<file path="config.mk">
export PLATFORM = sky130hd
export DESIGN_NAME = adcclk_gen
export DESIGN_NICKNAME = d
export VERILOG_FILES = /design/src/rtl/adcclk_pkg.sv /design/src/rtl/adcclk_src_mux.sv /design/src/rtl/adcclk_async_ctl.sv /design/src/rtl/adcclk_prescaler.sv /design/src/rtl/adcclk_gen.sv
export SDC_FILE = /design/constraint.sdc
export NUM_CORES = 1
export LEC_CHECK = 0
export ABC_AREA = 1
export BUFFER_PORTS_ARGS = -buffer_cell sky130_fd_sc_hd__buf_4
export CAP_MARGIN = 30
export CORE_ASPECT_RATIO = 0.8
export CORE_UTILIZATION = 50
export CTS_CLUSTER_SIZE = 25
export DETAILED_ROUTE_END_ITERATION = 12
export GPL_TIMING_DRIVEN = 1
export PLACE_DENSITY = 0.69
export SKIP_LAST_GASP = 1
export SLEW_MARGIN = 10
export SYNTH_ARGS = -nofsm -noshare
export SYNTH_HDL_FRONTEND = slang
export SYNTH_SLANG_ARGS = --single-unit
</file>
<file path="constraint.sdc">
create_clock -name clk -period 1.8 [get_ports clk]
set_input_delay 0.09 -clock clk [delete_from_list [all_inputs] [get_ports clk]]
set_output_delay 0.09 -clock clk [all_outputs]
set_load 0.05 [all_outputs]
</file>
<file path="src/rtl/adcclk_pkg.sv">
package adcclk_pkg;

    localparam int SRC_W    = 2;
    localparam int DIVSEL_W = 2;

    typedef enum logic [SRC_W-1:0] {
        SRC_BUS      = 2'd0,
        SRC_BUS_HALF = 2'd1,
        SRC_ALT      = 2'd2,
        SRC_ASYNC    = 2'd3
    } src_e;

    typedef struct packed {
        src_e                sel;
        logic [DIVSEL_W-1:0] div;
        logic                keep;
    } cfg_t;

    localparam cfg_t CFG_RESET = '{sel: SRC_BUS, div: '0, keep: 1'b0};

endpackage

</file>
<file path="src/rtl/adcclk_src_mux.sv">
module adcclk_src_mux
    import adcclk_pkg::*;
(
    input  logic clk,
    input  logic rst_n,
    input  src_e sel,
    input  logic stop_mode,
    input  logic alt_tick,
    input  logic osc_tick,
    input  logic osc_rdy,
    output logic src_tick,
    output logic src_ready
);

    typedef struct packed {
        logic half;
    } mux_st_t;

    mux_st_t st_q, st_d;
    logic    raw_tick;

    always_comb begin
        st_d      = st_q;
        st_d.half = ~st_q.half;

        unique case (sel)
            SRC_BUS:      raw_tick = 1'b1;
            SRC_BUS_HALF: raw_tick = st_q.half;
            SRC_ALT:      raw_tick = alt_tick;
            default:      raw_tick = osc_tick & osc_rdy;
        endcase

        // In stop only the internal oscillator remains usable
        src_ready = (sel == SRC_ASYNC) ? osc_rdy : ~stop_mode;
        src_tick  = raw_tick & src_ready;
    end

    always_ff @(posedge clk or negedge rst_n) begin
        if (!rst_n) st_q <= '0;
        else        st_q <= st_d;
    end

endmodule

</file>
<file path="src/rtl/adcclk_async_ctl.sv">
module adcclk_async_ctl #(
    parameter int STARTUP_W = 8
) (
    input  logic                 clk,
    input  logic                 rst_n,
    input  logic                 keep,
    input  logic                 async_sel,
    input  logic                 conv_req,
    input  logic                 conv_active,
    input  logic                 ref_tick,
    input  logic [STARTUP_W-1:0] startup_lim,
    output logic                 osc_on,
    output logic                 osc_rdy
);

    typedef struct packed {
        logic                 on;
        logic [STARTUP_W-1:0] cnt;
    } osc_st_t;

    osc_st_t st_q, st_d;
    logic    demand;

    always_comb begin
        st_d   = st_q;
        demand = keep | (async_sel & (conv_req | conv_active));
        st_d.on = demand;
        if (!demand) begin
            st_d.cnt = '0;
        end else if (st_q.on && ref_tick && (st_q.cnt < startup_lim)) begin
            st_d.cnt = st_q.cnt + 1'b1;
        end
        osc_on  = st_q.on;
        osc_rdy = st_q.on & (st_q.cnt >= startup_lim);
    end

    always_ff @(posedge clk or negedge rst_n) begin
        if (!rst_n) st_q <= '0;
        else        st_q <= st_d;
    end

endmodule

</file>
<file path="src/rtl/adcclk_prescaler.sv">
module adcclk_prescaler #(
    parameter int DIVSEL_W = 2
) (
    input  logic                clk,
    input  logic                rst_n,
    input  logic                src_tick,
    input  logic [DIVSEL_W-1:0] div,
    input  logic                clr,
    output logic                en
);

    localparam int NCODES = 1 << DIVSEL_W;
    localparam int CNT_W  = (NCODES > 2) ? (NCODES - 1) : 1;

    typedef struct packed {
        logic [CNT_W-1:0] cnt;
        logic             en;
    } div_st_t;

    div_st_t          st_q, st_d;
    logic [CNT_W-1:0] term;

    always_comb begin
        term    = CNT_W'((32'd1 << div) - 32'd1);
        st_d    = st_q;
        st_d.en = 1'b0;
        if (clr) begin
            st_d.cnt = '0;
        end else if (src_tick) begin
            if (st_q.cnt >= term) begin
                st_d.cnt = '0;
                st_d.en  = 1'b1;
            end else begin
                st_d.cnt = st_q.cnt + 1'b1;
            end
        end
        en = st_q.en;
    end

    always_ff @(posedge clk or negedge rst_n) begin
        if (!rst_n) st_q <= '0;
        else        st_q <= st_d;
    end

endmodule

</file>
<file path="src/rtl/adcclk_gen.sv">
module adcclk_gen
    import adcclk_pkg::*;
#(
    parameter int STARTUP_W = 8
) (
    input  logic                 clk,
    input  logic                 rst_n,
    input  logic                 cfg_wr,
    input  logic [1:0]           cfg_src,
    input  logic [1:0]           cfg_div,
    input  logic                 cfg_async_keep,
    input  logic [STARTUP_W-1:0] startup_lim,
    input  logic                 stop_mode,
    input  logic                 alt_tick,
    input  logic                 osc_tick,
    input  logic                 ref_tick,
    input  logic                 conv_req,
    input  logic                 conv_active,
    output logic                 adck_en,
    output logic                 clk_ready,
    output logic                 conv_grant,
    output logic                 osc_on
);

    typedef struct packed {
        cfg_t cfg;
        logic grant;
    } top_st_t;

    top_st_t st_q, st_d;
    cfg_t    wdata;
    logic    cfg_change;
    logic    sel_is_async;
    logic    osc_rdy;
    logic    src_tick;

    always_comb begin
        wdata      = '{sel: src_e'(cfg_src), div: cfg_div, keep: cfg_async_keep};
        cfg_change = cfg_wr & ((wdata.sel != st_q.cfg.sel) | (wdata.div != st_q.cfg.div));
        st_d       = st_q;
        if (cfg_wr) st_d.cfg = wdata;
        // Hold the request off until the source is usable; pulse once
        st_d.grant = conv_req & clk_ready & ~st_q.grant;
        sel_is_async = (st_q.cfg.sel == SRC_ASYNC);
        conv_grant   = st_q.grant;
    end

    always_ff @(posedge clk or negedge rst_n) begin
        if (!rst_n) st_q <= '{cfg: CFG_RESET, grant: 1'b0};
        else        st_q <= st_d;
    end

    adcclk_async_ctl #(.STARTUP_W(STARTUP_W)) u_async (
        .clk         (clk),
        .rst_n       (rst_n),
        .keep        (st_q.cfg.keep),
        .async_sel   (sel_is_async),
        .conv_req    (conv_req),
        .conv_active (conv_active),
        .ref_tick    (ref_tick),
        .startup_lim (startup_lim),
        .osc_on      (osc_on),
        .osc_rdy     (osc_rdy)
    );

    adcclk_src_mux u_mux (
        .clk       (clk),
        .rst_n     (rst_n),
        .sel       (st_q.cfg.sel),
        .stop_mode (stop_mode),
        .alt_tick  (alt_tick),
        .osc_tick  (osc_tick),
        .osc_rdy   (osc_rdy),
        .src_tick  (src_tick),
        .src_ready (clk_ready)
    );

    adcclk_prescaler #(.DIVSEL_W(DIVSEL_W)) u_div (
        .clk      (clk),
        .rst_n    (rst_n),
        .src_tick (src_tick),
        .div      (st_q.cfg.div),
        .clr      (cfg_change),
        .en       (adck_en)
    );

endmodule

</file>
==> results.py <==
metrics = {
    "outcome": {
        "status": "finished, violations left",
        "violations": "setup timing",
    },
    "placement": {
        "gp_congestion": 0.8369,
        "dp_hpwl_mm": 2.215,
        "io_buffers": 25,
        "postPlaceCellArea_um2": 1563,
    },
    "die": {
        "placementRows": 16,
        "core-area_um2": 2462,
        "die-area_um2": 2843,
        "initial_core_util_pct": 53.46,
        "die_width_um": 59.37,
        "die_h_um": 47.89,
        "pin_count": 26,
    },
    "sta": {
        "maxSlewViolCount": 0,
        "setup_ws_ns": -0.04520,
        "worst_pin_slew_ns": 0.3442,
        "finClkSkew_ns": 0.008911,
        "max_slew_margin_pct": 77.06,
        "setup_viol": 3,
        "fin_setup_tns_ns": -0.06447,
        "rsz0062_at_grt": "yes",
        "min_period_over_period_pct": 102.5,
        "fmax_mhz": 541.9,
        "min_period_ns": 1.845,
        "final-hold-violation-count": 0,
    },
    "worst_setup_path": {
        "r2r_cells": 12,
        "r2r_start": "u_async.st_q[5]",
        "worstReg2RegEnd": "u_div.st_q[3]",
        "critical_path_class": "flip-flop to output pin",
        "arrival_ns": 1.76,
        "r2r_setup_slack_ns": -0.01,
        "path_max_fanout": 2,
        "critPathCaptureType": "output pin",
        "required_ns": 1.71,
        "startpoint_type": "flip-flop",
    },
    "clock_network": {
        "cts_buffers": 3,
        "clk_path_buf_depth": 2,
        "numClockSinks": 20,
        "clkTransAtPathRegs_ns": 0.10,
        "cts_root_buf": "clkbuf_4",
        "htree_levels": 1,
        "clkLatencyLatePin_ns": 0.31,
        "cts_tree": "yes",
    },
    "hold_path": {
        "whs_endpoint": "conv_grant",
        "hold_depth": 3,
        "hold_start": "conv_req",
        "hold_path_class": "input pin to flip-flop",
    },
    "synthesis": {
        "synth_top_cell_by_area": "dfrtp_1",
        "synth_top_family_by_area": "simple AND/OR/NAND/NOR gates",
        "synth.area.top_cells": "dfrtp_1, ha_1, nand2_1",
        "yosysSeqAreaShare_pct": 38.02,
        "synthXorXnorAreaFrac_pct": 4.658,
        "synthFlopType": "dfrtp_1",
        "yosysWarnings": 0,
        "syn_nets": 191,
        "synth_seq_cells": 20,
        "yosysMostFrequentCell": "nand2_1",
        "synth_fa_ha_area_share_pct": 12.36,
        "netlist_area_um2": 1316,
        "synth-async-reset-ratio_pct": 100.0,
        "synth_compound_area_share_pct": 10.65,
        "muxShareOfSynthArea_pct": 1.711,
        "synthSimpleGateAreaFrac_pct": 24.14,
        "synth-edff-count": 0,
        "syn_inst": 156,
        "synthTopCellsByCount": "nand2_1, inv_1, dfrtp_1",
        "synth_top_area_share_pct": 38.02,
        "synth.distinct_cells": 29,
        "avgSynthCellArea_um2": 8.438,
    },
    "cells_and_area": {
        "syn2layout_area_growth_pct": 43.63,
        "drive_above_1_share_pct": 40.69,
        "nets": 240,
        "num_antenna_cells": 0,
        "fin_area_um2": 1891,
        "nFillCells": 176,
    },
    "global_routing": {
        "antenna_found_initial": 0,
        "grt_remaining_overflow": 0,
        "grt_pass1_vias": 1154,
        "grt_pass1_wl_mm": 4.864,
        "grt_max_degree": 21,
        "track_usage_pct": 24.06,
    },
    "power_and_ir_drop": {
        "power_density_nw_per_um2": 587.1,
        "vdd.ir_drop.worst_mv": 0.4980,
        "leakage_nw": 0.9465,
    },
    "drt": {
        "routed_wl_mm": 3.227,
        "wl_met1_mm": 1.514,
        "drt_iter0_drc": 35,
        "dr_wl_met3_um": 152,
        "dr_total_vias": 1225,
        "drt_pass1_iterations": 5,
        "drc": 0,
        "wl_per_cell_um": 13.45,
        "postRouteAntennaNets": 0,
        "top_layer": "met4",
        "dr_wl_met2_mm": 1.524,
        "via_per_inst": 5.104,
    },
    "job": {
        "maxCapViolations": 0,
    },
}
## flip-flops by register name, indices dropped and copies added, names as in the netlist
register,count
u_mux.st_q,1
u_async.osc_on,1
u_async.st_q,8
u_div.en,1
conv_grant,1
u_div.st_q,3
st_q,5
## metal layers
layer | up-vias | GRT usage, %
met3 | 6 | 7.027
met2 | 33 | 39.10
met5 | - | 0
met4 | 0 | 10.95
met1 | 571 | 30.27
li1 | 615 | -
## final cells by class
| type | instances | area, um2 | share of cell area (%) |
|---|---|---|---|
| Tap cell | 36 | 45.04 | 2.383 |
| Sequential cell | 20 | 500.5 | 26.47 |
| Clock buffer | 4 | 36.28 | 1.919 |
| Timing Repair Buffer | 46 | 366.6 | 19.39 |
| Inverter | 25 | 95.09 | 5.030 |
| Multi-Input combinational cell | 109 | 847.1 | 44.80 |
## per-stage QoR
stage	setup slack [ns]	hold WS, ns	instances	utilization, %	total power, W
4_1_cts	-0.02962	0.007137	233	71.75	0.001071
2_1_floorplan	0.1415	-0.2056	156	-	0.0006855
5_1_grt	-0.1703	0.003730	240	76.78	0.001176
6_report	-0.04520	0.01081	240	76.78	0.001110
3_3_place_gp	0.09790	-0.01833	219	63.47	0.0007725
3_5_place_dp	-0.01060	-0.02062	219	63.47	0.0007880
## cells in the final DEF (no fill, tap or decap), types with 3 or more instances in the layout
| cell type | synthesis | final |
|---|---|---|
| nand4_1 | 6 | 6 |
| clkbuf_4 | 0 | 3 |
| buf_4 | 0 | 40 |
| o21ai_0 | 9 | 8 |
| nor2_2 | 1 | 4 |
| dlygate4sd3_1 | 0 | 4 |
| dfrtp_1 | 20 | 20 |
| nand2_2 | 3 | 4 |
| xnor2_1 | 6 | 6 |
| nand2_4 | 2 | 4 |
| nand2_1 | 26 | 23 |
| nand3_2 | 0 | 6 |
| nand3_1 | 11 | 5 |
| a21oi_1 | 8 | 7 |
| ha_1 | 13 | 7 |
| nor2_1 | 9 | 6 |
| ha_4 | 0 | 6 |
| inv_1 | 23 | 22 |
## how the worst max path moves through the flow
stage | cells after the start | startpoint | slack, ns | to
2_1_floorplan | 12 | u_async.st_q[3] | 0.14 | u_div.st_q[3]
3_3_place_gp | 8 | u_async.st_q[6] | 0.1 | u_async.st_q[6]
6_report | 8 | u_async.st_q[7] | -0.05 | clk_ready
3_5_place_dp | 8 | u_async.st_q[6] | -0.01 | u_async.st_q[3]
5_1_grt | 10 | u_async.st_q[1] | -0.17 | clk_ready
4_1_cts | 8 | u_async.st_q[4] | -0.03 | clk_ready
## cells by family (layout without fill, tap and decap cells)
group | Yosys count | count (layout)
buffers and inverters | 27 | 75
AND/OR/NAND/NOR | 63 | 63
XOR/XNOR | 7 | 7
multiplexers | 2 | 2
AO/OA/AOI/OAI | 24 | 24
flip-flops | 20 | 20
adder cells (fa/ha/maj) | 13 | 13
## repair_timing
item | 4_1_cts | 5_1_grt
pin swaps | 8 | 8
gates resized for setup | 12 | 15
hold buffers | 4 | 0
buffers inserted | 6 | 7
gates cloned | 0 | 0
endpoints found under the setup margin | 3 | 14
endpoints found under the hold margin | 23 | 0
## report_power, final
part / internal (W) / total [W] / switching, W
Clock: 0.000124 / 0.000260 / 0.000137
Sequential: 0.000477 / 0.000506 / 0.0000292
Combinational: 0.000154 / 0.000343 / 0.000189
## critical path, cell delays in order (launching register included)
cell and delay, ns:
dfrtp_1 0.42, ha_4 0.29, nand2_4 0.06, nor2_4 0.12, nand4_1 0.12, nand3_2 0.12, nand3_2 0.09, nand2_4 0.09
buf_8 0.14
Note: power is estimated with default switching activity, not from simulation.
